==> src/rtl/sdram_mon_pkg.sv <==
package sdram_mon_pkg;

   typedef enum logic [3:0] {
      C_NOP   = 4'd0,
      C_BST   = 4'd1,
      C_READ  = 4'd2,
      C_WRITE = 4'd3,
      C_ACT   = 4'd4,
      C_PRE   = 4'd5,
      C_REF   = 4'd6,
      C_MRS   = 4'd7,
      C_DESL  = 4'd8
   } cmd_e;

   typedef enum logic [3:0] {
      S_IDLE = 4'd0,
      S_ROW  = 4'd1,
      S_RD   = 4'd2,
      S_WR   = 4'd3,
      S_WREC = 4'd4,
      S_WRAP = 4'd5,
      S_PRE  = 4'd6,
      S_REF  = 4'd7,
      S_MODE = 4'd8
   } bst_e;

   localparam int unsigned ST_W      = 4;
   localparam int unsigned MODE_CYC  = 2;

endpackage

==> src/rtl/sdram_cmd_decode.sv <==
module sdram_cmd_decode
   import sdram_mon_pkg::*;
(
   input  logic cs_n,
   input  logic ras_n,
   input  logic cas_n,
   input  logic we_n,
   output cmd_e cmd
);

   always_comb begin
      if (cs_n) begin
         cmd = C_DESL;
      end else begin
         unique case ({ras_n, cas_n, we_n})
            3'b111:  cmd = C_NOP;
            3'b110:  cmd = C_BST;
            3'b101:  cmd = C_READ;
            3'b100:  cmd = C_WRITE;
            3'b011:  cmd = C_ACT;
            3'b010:  cmd = C_PRE;
            3'b001:  cmd = C_REF;
            default: cmd = C_MRS;
         endcase
      end
   end

endmodule

==> src/rtl/sdram_bank_track.sv <==
module sdram_bank_track
   import sdram_mon_pkg::*;
#(
   parameter int unsigned TW        = 4,
   parameter int unsigned BURST_LEN = 4,
   parameter int unsigned T_DPL     = 2,
   parameter int unsigned T_RP      = 3,
   parameter int unsigned T_RC      = 7,
   parameter int unsigned T_RCD     = 3,
   parameter int unsigned T_RAS     = 6
)(
   input  logic clk,
   input  logic rst_n,
   input  cmd_e cmd,
   input  logic hit,
   input  logic a10,
   input  logic rrd_ok,
   input  logic go,
   output logic illegal,
   output bst_e eff_o,
   output bst_e state_o
);

   localparam int unsigned RCD_W = $clog2(T_RCD + 1);
   localparam int unsigned RAS_W = $clog2(T_RAS + 1);

   bst_e             state_q, eff, nxt_s;
   logic [TW-1:0]    tmr_q, nxt_t;
   logic [RCD_W-1:0] rcd_q;
   logic [RAS_W-1:0] ras_q;
   logic             ap_q, nxt_ap, bad;
   logic             open_row, col_ok;

   function automatic logic [TW-1:0] load_of(input bst_e s);
      case (s)
         S_RD, S_WR:     load_of = TW'(BURST_LEN - 1);
         S_WREC, S_WRAP: load_of = TW'(T_DPL - 1);
         S_PRE:          load_of = TW'(T_RP - 1);
         S_REF:          load_of = TW'(T_RC - 1);
         S_MODE:         load_of = TW'(MODE_CYC - 1);
         default:        load_of = '0;
      endcase
   endfunction

   // state as seen by a command on this edge: a timed state whose timer
   // reached zero has already left
   always_comb begin
      eff = state_q;
      if (tmr_q == '0) begin
         case (state_q)
            S_RD:                eff = ap_q ? S_PRE  : S_ROW;
            S_WR:                eff = ap_q ? S_WRAP : S_WREC;
            S_WREC:              eff = S_ROW;
            S_WRAP:              eff = S_PRE;
            S_PRE, S_REF, S_MODE: eff = S_IDLE;
            default:             eff = state_q;
         endcase
      end
   end

   assign open_row = (eff == S_ROW) || (eff == S_RD) || (eff == S_WR);
   assign col_ok   = (open_row || (eff == S_WREC)) &&
                     !(((eff == S_RD) || (eff == S_WR)) && ap_q) &&
                     (rcd_q == '0);

   always_comb begin
      case (cmd)
         C_BST:           bad = (eff == S_MODE);
         C_READ, C_WRITE: bad = !col_ok;
         C_ACT:           bad = (eff != S_IDLE) || !rrd_ok;
         C_PRE:           bad = (eff == S_WREC) || (eff == S_WRAP) ||
                                (eff == S_REF)  || (eff == S_MODE) ||
                                (open_row && ((ras_q != '0) ||
                                 (((eff == S_RD) || (eff == S_WR)) && ap_q)));
         C_REF, C_MRS:    bad = (eff != S_IDLE);
         default:         bad = 1'b0;
      endcase
   end

   assign illegal = hit && bad;

   always_comb begin
      nxt_s  = eff;
      nxt_ap = ap_q;
      if (eff != state_q)    nxt_t = load_of(eff);
      else if (tmr_q != '0)  nxt_t = tmr_q - TW'(1);
      else                   nxt_t = '0;
      if (go) begin
         case (cmd)
            C_BST: begin
               nxt_ap = 1'b0;
               if (eff == S_RD) begin
                  nxt_s = S_ROW;
                  nxt_t = '0;
               end else if (eff == S_WR) begin
                  nxt_s = S_WREC;
                  nxt_t = load_of(S_WREC);
               end else if (eff == S_WRAP) begin
                  nxt_s = S_WREC;
                  nxt_t = (state_q == S_WRAP) ? tmr_q - TW'(1) : load_of(S_WREC);
               end
            end
            C_READ, C_WRITE: begin
               nxt_s  = (cmd == C_READ) ? S_RD : S_WR;
               nxt_t  = load_of(nxt_s);
               nxt_ap = a10;
            end
            C_ACT: begin
               nxt_s  = S_ROW;
               nxt_t  = '0;
               nxt_ap = 1'b0;
            end
            C_PRE: begin
               if (open_row) begin
                  nxt_s = S_PRE;
                  nxt_t = load_of(S_PRE);
               end
            end
            C_REF, C_MRS: begin
               nxt_s = (cmd == C_REF) ? S_REF : S_MODE;
               nxt_t = load_of(nxt_s);
            end
            default: ;
         endcase
      end
   end

   always_ff @(posedge clk) begin
      if (!rst_n) begin
         state_q <= S_IDLE;
         tmr_q   <= '0;
         ap_q    <= 1'b0;
         rcd_q   <= '0;
         ras_q   <= '0;
      end else begin
         state_q <= nxt_s;
         tmr_q   <= nxt_t;
         ap_q    <= nxt_ap;
         if (go && cmd == C_ACT) begin
            rcd_q <= RCD_W'(T_RCD - 1);
            ras_q <= RAS_W'(T_RAS - 1);
         end else begin
            if (rcd_q != '0) rcd_q <= rcd_q - RCD_W'(1);
            if (ras_q != '0) ras_q <= ras_q - RAS_W'(1);
         end
      end
   end

   assign eff_o   = eff;
   assign state_o = state_q;

endmodule

==> src/rtl/sdram_bank_monitor.sv <==
module sdram_bank_monitor
   import sdram_mon_pkg::*;
#(
   parameter int unsigned BANKS     = 4,
   parameter int unsigned BURST_LEN = 4,
   parameter int unsigned T_DPL     = 2,
   parameter int unsigned T_RP      = 3,
   parameter int unsigned T_RC      = 7,
   parameter int unsigned T_RCD     = 3,
   parameter int unsigned T_RAS     = 6,
   parameter int unsigned T_RRD     = 2,
   localparam int unsigned BA_W     = $clog2(BANKS)
)(
   input  logic                  clk,
   input  logic                  rst_n,
   input  logic                  cs_n,
   input  logic                  ras_n,
   input  logic                  cas_n,
   input  logic                  we_n,
   input  logic [BA_W-1:0]       ba,
   input  logic                  a10,
   output logic                  err,
   output logic [7:0]            err_code,
   output logic [BA_W-1:0]       err_bank,
   output logic [ST_W*BANKS-1:0] bank_state
);

   function automatic int unsigned max_of(input int unsigned a, input int unsigned b);
      return (a > b) ? a : b;
   endfunction

   localparam int unsigned T_MAX = max_of(max_of(BURST_LEN, T_DPL),
                                          max_of(max_of(T_RP, T_RC), MODE_CYC));
   localparam int unsigned TW    = $clog2(T_MAX + 1);
   localparam int unsigned RRD_W = $clog2(T_RRD + 1);

   generate
      if (BANKS < 2 || (BANKS & (BANKS - 1)) != 0) begin : g_bad_banks
         $error("BANKS must be a power of two of at least 2");
      end
      if (BURST_LEN < 1 || T_DPL < 1 || T_RP < 1 || T_RC < 1 ||
          T_RCD < 1 || T_RAS < 1 || T_RRD < 1) begin : g_bad_timing
         $error("burst length and timing windows must be at least 1 cycle");
      end
   endgenerate

   cmd_e              cmd;
   logic [BANKS-1:0]  hit, bad, go;
   bst_e              eff [BANKS];
   bst_e              st  [BANKS];
   logic              any_bad, rrd_ok;
   logic [RRD_W-1:0]  rrd_q;
   logic [BA_W-1:0]   sel_bank;
   bst_e              sel_state;

   sdram_cmd_decode u_dec (
      .cs_n  (cs_n),
      .ras_n (ras_n),
      .cas_n (cas_n),
      .we_n  (we_n),
      .cmd   (cmd)
   );

   assign any_bad = |bad;
   assign rrd_ok  = (rrd_q == '0);

   for (genvar gi = 0; gi < BANKS; gi++) begin : g_bank
      always_comb begin
         case (cmd)
            C_BST, C_REF, C_MRS:    hit[gi] = 1'b1;
            C_READ, C_WRITE, C_ACT: hit[gi] = (ba == BA_W'(gi));
            C_PRE:                  hit[gi] = a10 || (ba == BA_W'(gi));
            default:                hit[gi] = 1'b0;
         endcase
      end
      assign go[gi] = hit[gi] && !any_bad;

      sdram_bank_track #(
         .TW        (TW),
         .BURST_LEN (BURST_LEN),
         .T_DPL     (T_DPL),
         .T_RP      (T_RP),
         .T_RC      (T_RC),
         .T_RCD     (T_RCD),
         .T_RAS     (T_RAS)
      ) u_bank (
         .clk     (clk),
         .rst_n   (rst_n),
         .cmd     (cmd),
         .hit     (hit[gi]),
         .a10     (a10),
         .rrd_ok  (rrd_ok),
         .go      (go[gi]),
         .illegal (bad[gi]),
         .eff_o   (eff[gi]),
         .state_o (st[gi])
      );

      assign bank_state[gi*ST_W +: ST_W] = st[gi];
   end

   // lowest-numbered offending bank wins
   always_comb begin
      sel_bank  = '0;
      sel_state = S_IDLE;
      for (int i = BANKS - 1; i >= 0; i--) begin
         if (bad[i]) begin
            sel_bank  = BA_W'(i);
            sel_state = eff[i];
         end
      end
   end

   always_ff @(posedge clk) begin
      if (!rst_n) begin
         rrd_q    <= '0;
         err      <= 1'b0;
         err_code <= '0;
         err_bank <= '0;
      end else begin
         if (cmd == C_ACT && !any_bad) rrd_q <= RRD_W'(T_RRD - 1);
         else if (rrd_q != '0)         rrd_q <= rrd_q - RRD_W'(1);
         err <= any_bad;
         if (any_bad) begin
            err_code <= {cmd, sel_state};
            err_bank <= sel_bank;
         end
      end
   end

endmodule

==> config.mk <==
export PLATFORM = sky130hd
export DESIGN_NAME = sdram_bank_monitor
export DESIGN_NICKNAME = d
export VERILOG_FILES = /design/src/rtl/sdram_mon_pkg.sv /design/src/rtl/sdram_cmd_decode.sv /design/src/rtl/sdram_bank_track.sv /design/src/rtl/sdram_bank_monitor.sv
export SDC_FILE = /design/constraint.sdc
export NUM_CORES = 1
export LEC_CHECK = 0
export ABC_CLOCK_PERIOD_IN_PS = 8500
export BUFFER_PORTS_ARGS = -buffer_cell sky130_fd_sc_hd__buf_2
export CORE_UTILIZATION = 35
export CTS_CLUSTER_DIAMETER = 80
export CTS_CLUSTER_SIZE = 8
export DETAILED_ROUTE_END_ITERATION = 6
export MAX_ROUTING_LAYER = met4
export PLACE_DENSITY_LB_ADDON = 0.2
export SYNTH_ARGS = -nofsm -noshare
export SYNTH_HDL_FRONTEND = slang
export SYNTH_SLANG_ARGS = --single-unit
==> constraint.sdc <==
create_clock -name clk -period 8.5 [get_ports clk]
set_input_delay 0.425 -clock clk [delete_from_list [all_inputs] [get_ports clk]]
set_output_delay 0.425 -clock clk [all_outputs]
set_load 0.1 [all_outputs]
### After elaboration in Yosys (flattened, before gate mapping)

Cells that the tools add are included.

| cells by class | value |
|---|---|
| add/subtract/negate cells | 13 |
| equal/unequal tests | 95 |
| mux-type cells | 121 |
| bitwise logic cells | 1 |
| reduce and logical (&&, ||, !) cells | 151 |

Operators by type and width:

| operator | number |
|---|---|
| 4-bit by 3-bit == test with 1-bit output (second input constant) | 44 |
| 4-bit case mux with 5 select lines | 8 |
| 3-bit 2-to-1 mux | 44 |
| 4-bit 2-to-1 mux | 30 |
| 4-bit by 2-bit == test with 1-bit output (second input constant) | 22 |
| 3-bit case mux with 4 select lines | 6 |
| 3-bit case mux with 5 select lines | 4 |
| 1-bit logical OR | 44 |
| 4-bit == test (second input constant) | 10 |
| 3-bit OR reduction | 12 |
| 2-bit nonzero test | 15 |
| 1-bit logical AND | 29 |
| 2-bit OR reduction | 14 |
| 2-bit 2-to-1 mux | 12 |
| 3-bit nonzero test | 8 |
| 3-bit by 1-bit subtractor with 3-bit output (second input constant) | 8 |
| 3-bit case mux with 7 select lines | 1 |
| 4-bit by 1-bit == test with 1-bit output (second input constant) | 5 |
| 1-bit case mux with 5 select lines | 4 |
| 4-bit inequality test | 4 |
| 4-bit nonzero test | 4 |
| 3-bit == test (second input constant) | 4 |
| 2-bit zero test | 6 |
| 3-bit zero test | 4 |
| 12 further kinds | 39 |

| word-level totals | value |
|---|---|
| flip-flop bits (word level) | 65 |
| output and inout bits | 27 |
| logic and storage cells | 414 |

### Longest topological paths before layout

Gate-level depths: netlist (run 1).

| logic depth | value |
|---|---|
| word-level depth | 18 |
| mapped depth | 13 |
| depth with buffers taken out | 10 |

### Hierarchy

From an unflattened synthesis (run 1), not the netlist that was laid out.

| second synthesis, totals | value |
|---|---|
| cell total of the unflattened synthesis | 842 |
| area total of the unflattened synthesis | 6188.4 um2 |

Modules (own cells, without submodules):

| module | instances | cells an instance | area each (um2) | sequential area each (um2) |
|---|---|---|---|---|
| sdram_bank_track (g_bank[1].u_bank ...) | 2 | 196 | 1352.5 | 260.2 |
| sdram_bank_track (g_bank[0].u_bank) | 1 | 174 | 1363.8 | 260.2 |
| sdram_bank_track (g_bank[3].u_bank) | 1 | 175 | 1308.8 | 260.2 |
| sdram_bank_monitor | 1 | 97 | 792.0 | 260.2 |
| sdram_cmd_decode | 1 | 4 | 18.8 | 0.0 |

### Worst setup path after synthesis (run 1)

No wires, ideal clock.

| timing path | value |
|---|---|
| path type | register -> register |
| from | reg g_bank[2].u_bank.state_q[1] |
| to | reg g_bank[1].u_bank.tmr_q[1] |
| setup time | 122 ps |
| data arrival time | 3420 ps |
| data required time | 8378 ps |
| setup slack | 4959 ps |
| stages on the path, launching flop included | 10 |
| period minus slack after synthesis | 3541 ps |
| cell sequence | dfxtp_1 > buf_4 > nor2b_1 > o21a_1 > o31a_1 > o32a_1 > o31a_1 > nor4_4 > nand2_1 > o311a_1 |

| on the way | value |
|---|---|
| word-level cells in the longest chain between the ends | 17 |

Ends and longest elaborated chain:

| element | line | text |
|---|---|---|
| start, declared | sdram_bank_track.sv:27 | `bst_e state_q, eff, nxt_s;` |
| start signal, assigned | sdram_bank_track.sv:136 | `state_q <= nxt_s;` |
| 4-bit by 3-bit == test with 1-bit output or 4-bit == test (tied branches) | sdram_bank_track.sv:50 | `case (state_q)` |
| 3-bit OR reduction | sdram_bank_track.sv:50 |  |
| 4-bit case mux with 5 select lines | sdram_bank_track.sv:50 |  |
| 4-bit 2-to-1 mux (*) | sdram_bank_track.sv:49 | `if (tmr_q == '0) begin` |
| 4-bit by 1-bit == test with 1-bit output or 4-bit by 2-bit == test with 1-bit output (tied branches) | sdram_bank_track.sv:61, sdram_bank_track.sv:63, sdram_bank_track.sv:74 |  |
| 1-bit logical OR (on tied branches) | sdram_bank_track.sv:61, sdram_bank_track.sv:63, sdram_bank_track.sv:74 |  |
| 1-bit logical OR or 1-bit logical AND (tied branches) | sdram_bank_track.sv:61, sdram_bank_track.sv:63, sdram_bank_track.sv:74 |  |
| 1-bit logical OR or 1-bit zero test (tied branches) | sdram_bank_track.sv:62, sdram_bank_track.sv:63 |  |
| 1-bit logical AND | sdram_bank_track.sv:62 | `assign col_ok = (open_row \|\| (eff == S_WREC)) &&` |
| 1-bit logical AND | sdram_bank_track.sv:63 | `!(((eff == S_RD) \|\| (eff == S_WR)) && ap_q) &&` |
| 1-bit zero test | sdram_bank_track.sv:69 | `C_READ, C_WRITE: bad = !col_ok;` |
| 1-bit case mux with 5 select lines (*) | sdram_bank_track.sv:67 | `case (cmd)` |
| 1-bit logical AND (*) | sdram_bank_track.sv:80 | `assign illegal = hit && bad;` |
| 4-bit OR reduction (*) | sdram_bank_monitor.sv:64 | `assign any_bad = \|bad;` |
| 1-bit zero test (*) | sdram_bank_monitor.sv:76 | `assign go[gi] = hit[gi] && !any_bad;` |
| 1-bit logical AND (*) | sdram_bank_monitor.sv:76 |  |
| 3-bit 2-to-1 mux (*) | sdram_bank_track.sv:88 | `if (go) begin` |
| end signal, assigned | sdram_bank_track.sv:137 | `tmr_q <= nxt_t;` |
| end, declared | sdram_bank_track.sv:28 | `logic [TW-1:0] tmr_q, nxt_t;` |

Mark *: on every way between the ends. The rest lies on a longest branch, timed or not.
A chain may end at the register's enable or synchronous reset.

### Worst setup path after layout (run 1)

| timing path | value |
|---|---|
| from | reg g_bank[2].u_bank.tmr_q[0] |
| to | reg g_bank[0].u_bank.state_q[3] |

| on the way | value |
|---|---|
| word-level cells in the longest chain between the ends | 15 |

Ends and longest elaborated chain:

| element | line |
|---|---|
| start, declared | sdram_bank_track.sv:28 |
| start signal, assigned | sdram_bank_track.sv:137 |
| 3-bit zero test (*) | sdram_bank_track.sv:49 |
| 4-bit 2-to-1 mux (*) | sdram_bank_track.sv:49 |
| 4-bit by 1-bit == test with 1-bit output or 4-bit by 2-bit == test with 1-bit output (tied branches) | sdram_bank_track.sv:61, sdram_bank_track.sv:63, sdram_bank_track.sv:74 |
| 1-bit logical OR (on tied branches) | sdram_bank_track.sv:61, sdram_bank_track.sv:63, sdram_bank_track.sv:74 |
| 1-bit logical OR or 1-bit logical AND (tied branches) | sdram_bank_track.sv:61, sdram_bank_track.sv:63, sdram_bank_track.sv:74 |
| 1-bit logical OR or 1-bit zero test (tied branches) | sdram_bank_track.sv:62, sdram_bank_track.sv:63 |
| 1-bit logical AND | sdram_bank_track.sv:62 |
| 1-bit logical AND | sdram_bank_track.sv:63 |
| 1-bit zero test | sdram_bank_track.sv:69 |
| 1-bit case mux with 5 select lines (*) | sdram_bank_track.sv:67 |
| 1-bit logical AND (*) | sdram_bank_track.sv:80 |
| 4-bit OR reduction (*) | sdram_bank_monitor.sv:64 |
| 1-bit zero test (*) | sdram_bank_monitor.sv:76 |
| 1-bit logical AND (*) | sdram_bank_monitor.sv:76 |
| 4-bit 2-to-1 mux (*) | sdram_bank_track.sv:88 |
| end signal, assigned | sdram_bank_track.sv:136 |
| end, declared | sdram_bank_track.sv:27 |

Marks and branches as above.

==> impl_metrics.env, run 1 <==
export IMPL_power_switching_mw=0.716
export IMPL_cts_tree="yes"
export IMPL_synthCells=708
export IMPL_crit_chain="inv_1 -> ha_1 -> nor2b_1 -> nand3b_2 -> o31a_1 -> o32a_1 -> o31ai_2 -> nand4_1 -> or3b_1 -> a21oi_1"
export IMPL_finalSetupTns_ps=0
export IMPL_cts_sinks=65
export IMPL_clock_skew_ps=9.08
export IMPL_worstHoldPathType="reg -> reg"
export IMPL_syn_area_um2=5210
export IMPL_antenna_found_initial=0
export IMPL_multi_input_area_um2=3620
export IMPL_cp_max_fo=12
export IMPL_area_delta_synth_final_pct=11.2
export IMPL_via_per_inst=6.10
export IMPL_clkTransAtPathRegs_ps=60
export IMPL_drv_slew=0
export IMPL_h_tree_depth=3
export IMPL_place_ws_ps=4430
export IMPL_rsz0062_at_grt="no"
export IMPL_pwr_share_comb=0.483
export IMPL_seq_area_um2=1300
export IMPL_stdcell_area_um2=5800
export IMPL_status="finished, final reports clean"
export IMPL_final_hold_violation_count=0
export IMPL_dpl_cell_count=888
export IMPL_num_antenna_cells=0
export IMPL_drtIter0Drc=640
export IMPL_critPathRequiredTime_ps=8770
export IMPL_synth_warning_count=0
export IMPL_grt_pass1_vias=4977
export IMPL_dpl_cell_area_um2=5470
export IMPL_crit_slowest_cell="o31ai_2"
export IMPL_fp_row_count=44
export IMPL_drv_cap=0
export IMPL_finalCriticalPeriod_ps=4090
export IMPL_cellLeakagePower_nw=2.20
export IMPL_finalSetupViolCount=0
export IMPL_final_cell_mix="65 x nor2_1, 65 x dfxtp_1, 59 x o21ai_0, 56 x nand2_1, 53 x a21oi_1"
export IMPL_wl_um=17300
export IMPL_track_usage=0.237
export IMPL_fin_crit_sh=0.482
export IMPL_worst_slew_pin_slew_ps=1100
export IMPL_p_int_mw=0.922
export IMPL_ir_drop_uv=181
export IMPL_fillers=1503
export IMPL_post_synth_cell_area_avg_um2=7.36
export IMPL_p_clk_frac=0.256
export IMPL_ios=36
export IMPL_switching_share=0.437
export IMPL_drive_gt1_frac=0.114
export IMPL_synth_cell_types=80
export IMPL_holdWs_ps=440
export IMPL_cts_made_buffers=9
export IMPL_routedWlPerCell_um=19.1
export IMPL_synth_edf_count=0
export IMPL_vias=5512
export IMPL_end_kind="flop"
export IMPL_drc=0
export IMPL_cts_root_buf="clkbuf_16"
export IMPL_gp_congestion=0.930
export IMPL_firstDrtPassIters=5
export IMPL_start_util=0.359
export IMPL_ys_dominant_reg_cell="dfxtp_1"
export IMPL_grt_max_degree=40
export IMPL_grt_ovfl_total=0
export IMPL_hpwl_um=12400
export IMPL_slowest_delay_ps=670
export IMPL_setup_ws_ps=4410
export IMPL_dieArea_um2=15400
export IMPL_worstPathArrival_ps=4370
export IMPL_ys_seq_area_frac=0.250
export IMPL_clock_path_buffers=2
export IMPL_synthesis_nets=734
export IMPL_p_seq_frac=0.261
export IMPL_synth_seq_cells=65
export IMPL_die_h_um=124
export IMPL_setup_worst_path_class="reg -> reg"
export IMPL_core_area_um2=14500
export IMPL_hold_buffers=0
export IMPL_relSlewSlack=0.262
export IMPL_post_cts_resized=0
export IMPL_async_flop_share=0
export IMPL_layout_nets=741
export IMPL_clk_latency_ps=350
export IMPL_die_w_um=124
export IMPL_powerDensity_nw_per_um2=283
export IMPL_postCtsSetupBuffers=0
export IMPL_ant_nets=0
export IMPL_port_buffer_count=35
export IMPL_final_cells=904
export IMPL_crit_path_start_kind="flop"
export IMPL_grt_pass1_wl_um=26700
export IMPL_max_freq_mhz=244
-- cell type report --
type                       count  share of cell area
tap                          184              0.0397
multi-input combinational    570               0.624
sequential                    65               0.225
timing repair buffer          39              0.0354
inverter                      30              0.0194
clock buffer                  11              0.0436
clock inverter                 5              0.0134
-- critical path, delay by kind of cell, from the launching register on --
kind	cells	cell delay, ps
flops	1	320
buf+inv	1	80
simple gates	4	1940
compound gates	4	1380
fa+ha+maj	1	280
-- power by group through the flow --
stage                     Clock (mW)  Sequential, mW  Combinational (mW)
after floorplan                    0           0.490               0.574
after global placement             0           0.429               0.762
after detailed placement           0           0.433               0.782
after CTS                      0.424           0.426               0.787
after global routing           0.436           0.436               0.873
final                          0.420           0.427               0.791
-- synthesized netlist by cell type, types with 4 or more instances --
master | instances | area share
a2111oi_0 | 4 | 0.0067
a211oi_1 | 10 | 0.014
a21o_1 | 4 | 0.0058
a21oi_1 | 53 | 0.051
a31oi_1 | 20 | 0.024
and2_1 | 4 | 0.0048
and3_1 | 13 | 0.016
and4b_1 | 4 | 0.0077
buf_2 | 10 | 0.0096
clkbuf_1 | 30 | 0.022
dfxtp_1 | 65 | 0.25
ha_1 | 17 | 0.041
inv_1 | 30 | 0.022
mux2i_1 | 10 | 0.019
nand2_1 | 56 | 0.040
nand2b_1 | 19 | 0.023
nand3_1 | 16 | 0.015
nand3b_1 | 7 | 0.010
nand4_1 | 4 | 0.0048
nor2_1 | 65 | 0.047
nor2b_1 | 25 | 0.030
nor3_1 | 29 | 0.028
nor3b_1 | 9 | 0.013
o211ai_1 | 4 | 0.0058
o21a_1 | 12 | 0.017
o21ai_0 | 59 | 0.057
o22ai_1 | 10 | 0.012
o311a_1 | 4 | 0.0077
o31a_1 | 8 | 0.013
o31ai_1 | 10 | 0.014
o32ai_1 | 6 | 0.010
or3_1 | 4 | 0.0048
or3b_2 | 6 | 0.010
xnor2_1 | 7 | 0.012
xor2_1 | 4 | 0.0067
-- layer usage --
layer  track usage  share of wire  vias up
met1         0.306           0.45     2593
met5             -              0        -
met3        0.0531          0.064       53
met2         0.349           0.44      222
li1              -              -     2644
met4         0.114          0.039        0
-- path summary, 6_finish.rpt --
path | depth (start not counted) | slack, ps | to | startpoint
setup / recovery | 10 | 4410 | g_bank[0].u_bank.state_o[3]$_SDFF_PN0_ | g_bank[2].u_bank.tmr_q[0]$_SDFF_PN0_
hold / removal | 1 | 440 | g_bank[3].u_bank.rcd_q[0]$_SDFFE_PP0P_ | g_bank[3].u_bank.rcd_q[0]$_SDFFE_PP0P_
setup reg to reg | 10 | 4410 | g_bank[0].u_bank.state_o[3]$_SDFF_PN0_ | g_bank[2].u_bank.tmr_q[0]$_SDFF_PN0_
hold reg to reg | 1 | 440 | g_bank[3].u_bank.rcd_q[0]$_SDFFE_PP0P_ | g_bank[3].u_bank.rcd_q[0]$_SDFFE_PP0P_
-- sequential cells by signal (all words and copies together) (netlist names) --
register and flops:
err 1, err_bank 2, err_code 8, g_bank.u_bank.ap_q 4
g_bank.u_bank.ras_q 12, g_bank.u_bank.rcd_q 8, g_bank.u_bank.state_o 16, g_bank.u_bank.tmr_q 12
rrd_q 2
-- per-stage QoR --
step / power [mW] / utilization
6_report: 1.64 / 0.399
2_1_floorplan: 1.06 / -
3_5_place_dp: 1.21 / 0.376
3_3_place_gp: 1.19 / 0.376
5_1_grt: 1.75 / 0.399
4_1_cts: 1.64 / 0.399
-- logic make-up (layout without fill, tap and decap cells) --
logic type,after synthesis,in the layout,synth area share
and+or+nand+nor,282,282,0.292
AOI/OAI and AO/OA,249,249,0.320
muxes,11,11,0.0214
buffers and inverters,73,85,0.0579
xor gates and xnor gates,11,11,0.0185
adders and majority gates,17,17,0.0408
DFF,65,65,0.250
Note: power is estimated with default switching activity, not from simulation.
==> run 2, diff against run 1 <==
--- a/config.mk
+++ b/config.mk
@@ -5,7 +5,7 @@
 export SDC_FILE = /design/constraint.sdc
 export NUM_CORES = 1
 export LEC_CHECK = 0
-export ABC_CLOCK_PERIOD_IN_PS = 8500
+export ABC_CLOCK_PERIOD_IN_PS = 3600
 export BUFFER_PORTS_ARGS = -buffer_cell sky130_fd_sc_hd__buf_2
 export CORE_UTILIZATION = 35
 export CTS_CLUSTER_DIAMETER = 80
==> constraint.sdc (replaced) <==
create_clock -name clk -period 3.6 [get_ports clk]
set_input_delay 0.18 -clock clk [delete_from_list [all_inputs] [get_ports clk]]
set_output_delay 0.18 -clock clk [all_outputs]
set_load 0.1 [all_outputs]
==> impl_metrics.env, run 2 (synthesis gave the netlist of run 1 again) <==
export IMPL_status="finished, final reports clean"
export IMPL_powerDensity_nw_per_um2=646
export IMPL_drv_slew=0
export IMPL_timing_rr_end="g_bank[1].u_bank.tmr_q[1]$_SDFF_PN0_"
export IMPL_firstDrtPassIters=5
export IMPL_via_per_inst=6.12
export IMPL_crit_end="g_bank[1].u_bank.tmr_q[1]$_SDFF_PN0_"
export IMPL_finalSetupViolCount=0
export IMPL_layout_nets=763
export IMPL_max_freq_mhz=301
export IMPL_drv_cap=0
export IMPL_crit_start="g_bank[2].u_bank.tmr_q[0]$_SDFF_PN0_"
export IMPL_clk_latency_ps=340
export IMPL_port_buffer_count=35
export IMPL_h_tree_depth=3
export IMPL_setup_worst_path_class="reg -> reg"
export IMPL_worstRegToRegCells=12
export IMPL_grt_pass1_wl_um=27700
export IMPL_cts_made_buffers=9
export IMPL_die_h_um=124
export IMPL_clock_skew_ps=10.6
export IMPL_grt_max_degree=37
export IMPL_drive_gt1_frac=0.142
export IMPL_finalSetupTns_ps=0
export IMPL_area_delta_synth_final_pct=13.7
export IMPL_finalPower_mw=3.83
export IMPL_core_area_um2=14500
export IMPL_antenna_found_initial=0
export IMPL_hpwl_um=12900
export IMPL_p_int_mw=2.13
export IMPL_grt_pass1_vias=5171
export IMPL_fp_row_count=44
export IMPL_worstPathArrival_ps=3560
export IMPL_drc=0
export IMPL_final_cell_mix="65 x nor2_1, 65 x dfxtp_1, 59 x o21ai_0, 56 x nand2_1, 52 x a21oi_1"
export IMPL_min_delay_start="cas_n"
export IMPL_cp_max_fo=12
export IMPL_num_antenna_cells=0
export IMPL_crit_path_start_kind="flop"
export IMPL_grt_ovfl_total=0
export IMPL_hold_buffers=0
export IMPL_rsz0062_at_grt="no"
export IMPL_gp_congestion=0.924
export IMPL_relSlewSlack=0.303
export IMPL_power_switching_mw=1.70
export IMPL_routedWlPerCell_um=19.0
export IMPL_pwr_share_comb=0.509
export IMPL_cts_root_buf="clkbuf_16"
export IMPL_track_usage=0.243
export IMPL_fin_crit_sh=0.924
export IMPL_r2r_slack_ps=270
export IMPL_cts_tree="yes"
export IMPL_worstHoldPathType="in -> reg"
export IMPL_holdWs_ps=285
export IMPL_cellLeakagePower_nw=2.30
export IMPL_clock_path_buffers=2
export IMPL_switching_share=0.444
export IMPL_vias=5663
export IMPL_finalCriticalPeriod_ps=3330
export IMPL_start_util=0.359
export IMPL_ir_drop_uv=341
export IMPL_fillers=1532
export IMPL_die_w_um=124
export IMPL_worst_slew_pin_slew_ps=1040
export IMPL_cts_sinks=65
export IMPL_ant_nets=0
export IMPL_dieArea_um2=15400
export IMPL_wl_um=17500
export IMPL_final_cells=926
export IMPL_rr_startpoint="g_bank[2].u_bank.tmr_q[0]$_SDFF_PN0_"
export IMPL_drtIter0Drc=584
export IMPL_end_kind="flop"
export IMPL_final_hold_violation_count=0
export IMPL_ios=36
export IMPL_critPathRequiredTime_ps=3830
export IMPL_p_clk_frac=0.228
export IMPL_postCtsSetupBuffers=0
export IMPL_clkTransAtPathRegs_ps=60
export IMPL_post_cts_resized=0
export IMPL_largest_register_ffs=16
export IMPL_fin_util=0.408
export IMPL_p_seq_frac=0.263
export IMPL_dpl_cell_count=910
run 2: worst min-delay path by stage:
stage,depth (start not counted),endpoint,slack [ps]
2_1_floorplan,1,g_bank[3].u_bank.rcd_q[0]$_SDFFE_PP0P_,410
5_1_grt,3,g_bank[1].u_bank.state_o[1]$_SDFF_PN0_,310
3_5_place_dp,1,g_bank[3].u_bank.rcd_q[0]$_SDFFE_PP0P_,430
4_1_cts,3,g_bank[1].u_bank.state_o[1]$_SDFF_PN0_,270
3_3_place_gp,1,g_bank[3].u_bank.rcd_q[0]$_SDFFE_PP0P_,420
6_report,3,g_bank[1].u_bank.state_o[1]$_SDFF_PN0_,280
run 2: power by group through the flow:
stage               Clock (mW)  Combinational (mW)  Sequential [mW]
global placement             0                1.89             1.01
detailed placement           0                1.93             1.02
CTS                      0.890                1.94             1.00
floorplan                    0                1.35             1.16
finish                   0.874                1.95             1.01
global route             0.914                2.15             1.03
run 2: metal layers:
metal	up-vias	routed length, um	global-route usage
met1	2697	7800	0.313
li1	2692	-	-
met4	0	678	0.112
met3	50	1130	0.0357
met2	224	7940	0.375
met5	-	0	-
run 2: critical path: stages (launching register included):
cell and delay, ps:
dfxtp_1 350, inv_1 80, ha_1 280, nor2b_1 160, buf_4 180, a32oi_2 240
a22oi_1 130, o31a_1 290, o31a_1 430, nor4_4 300, buf_4 240, nand2_1 150
o311a_1 390
run 2: layout make-up:
cell class,count,area (um2),share of cell area
multi-input combinational,570,3620,0.612
sequential,65,1300,0.220
timing repair buffer,61,370,0.0625
tap,184,230,0.0388
clock buffer,10,229,0.0386
inverter,30,113,0.0190
clock inverter,6,58.8,0.00992
run 2: metrics by stage:
| step | setup slack, ps | instance area (um2) |
|---|---|---|
| final | 275 | 5930 |
| after global routing | 26.7 | 5930 |
| after CTS | 218 | 5920 |
| after detailed placement | 241 | 5630 |
| after global placement | 316 | 5630 |
| after floorplan | 58.8 | 5210 |
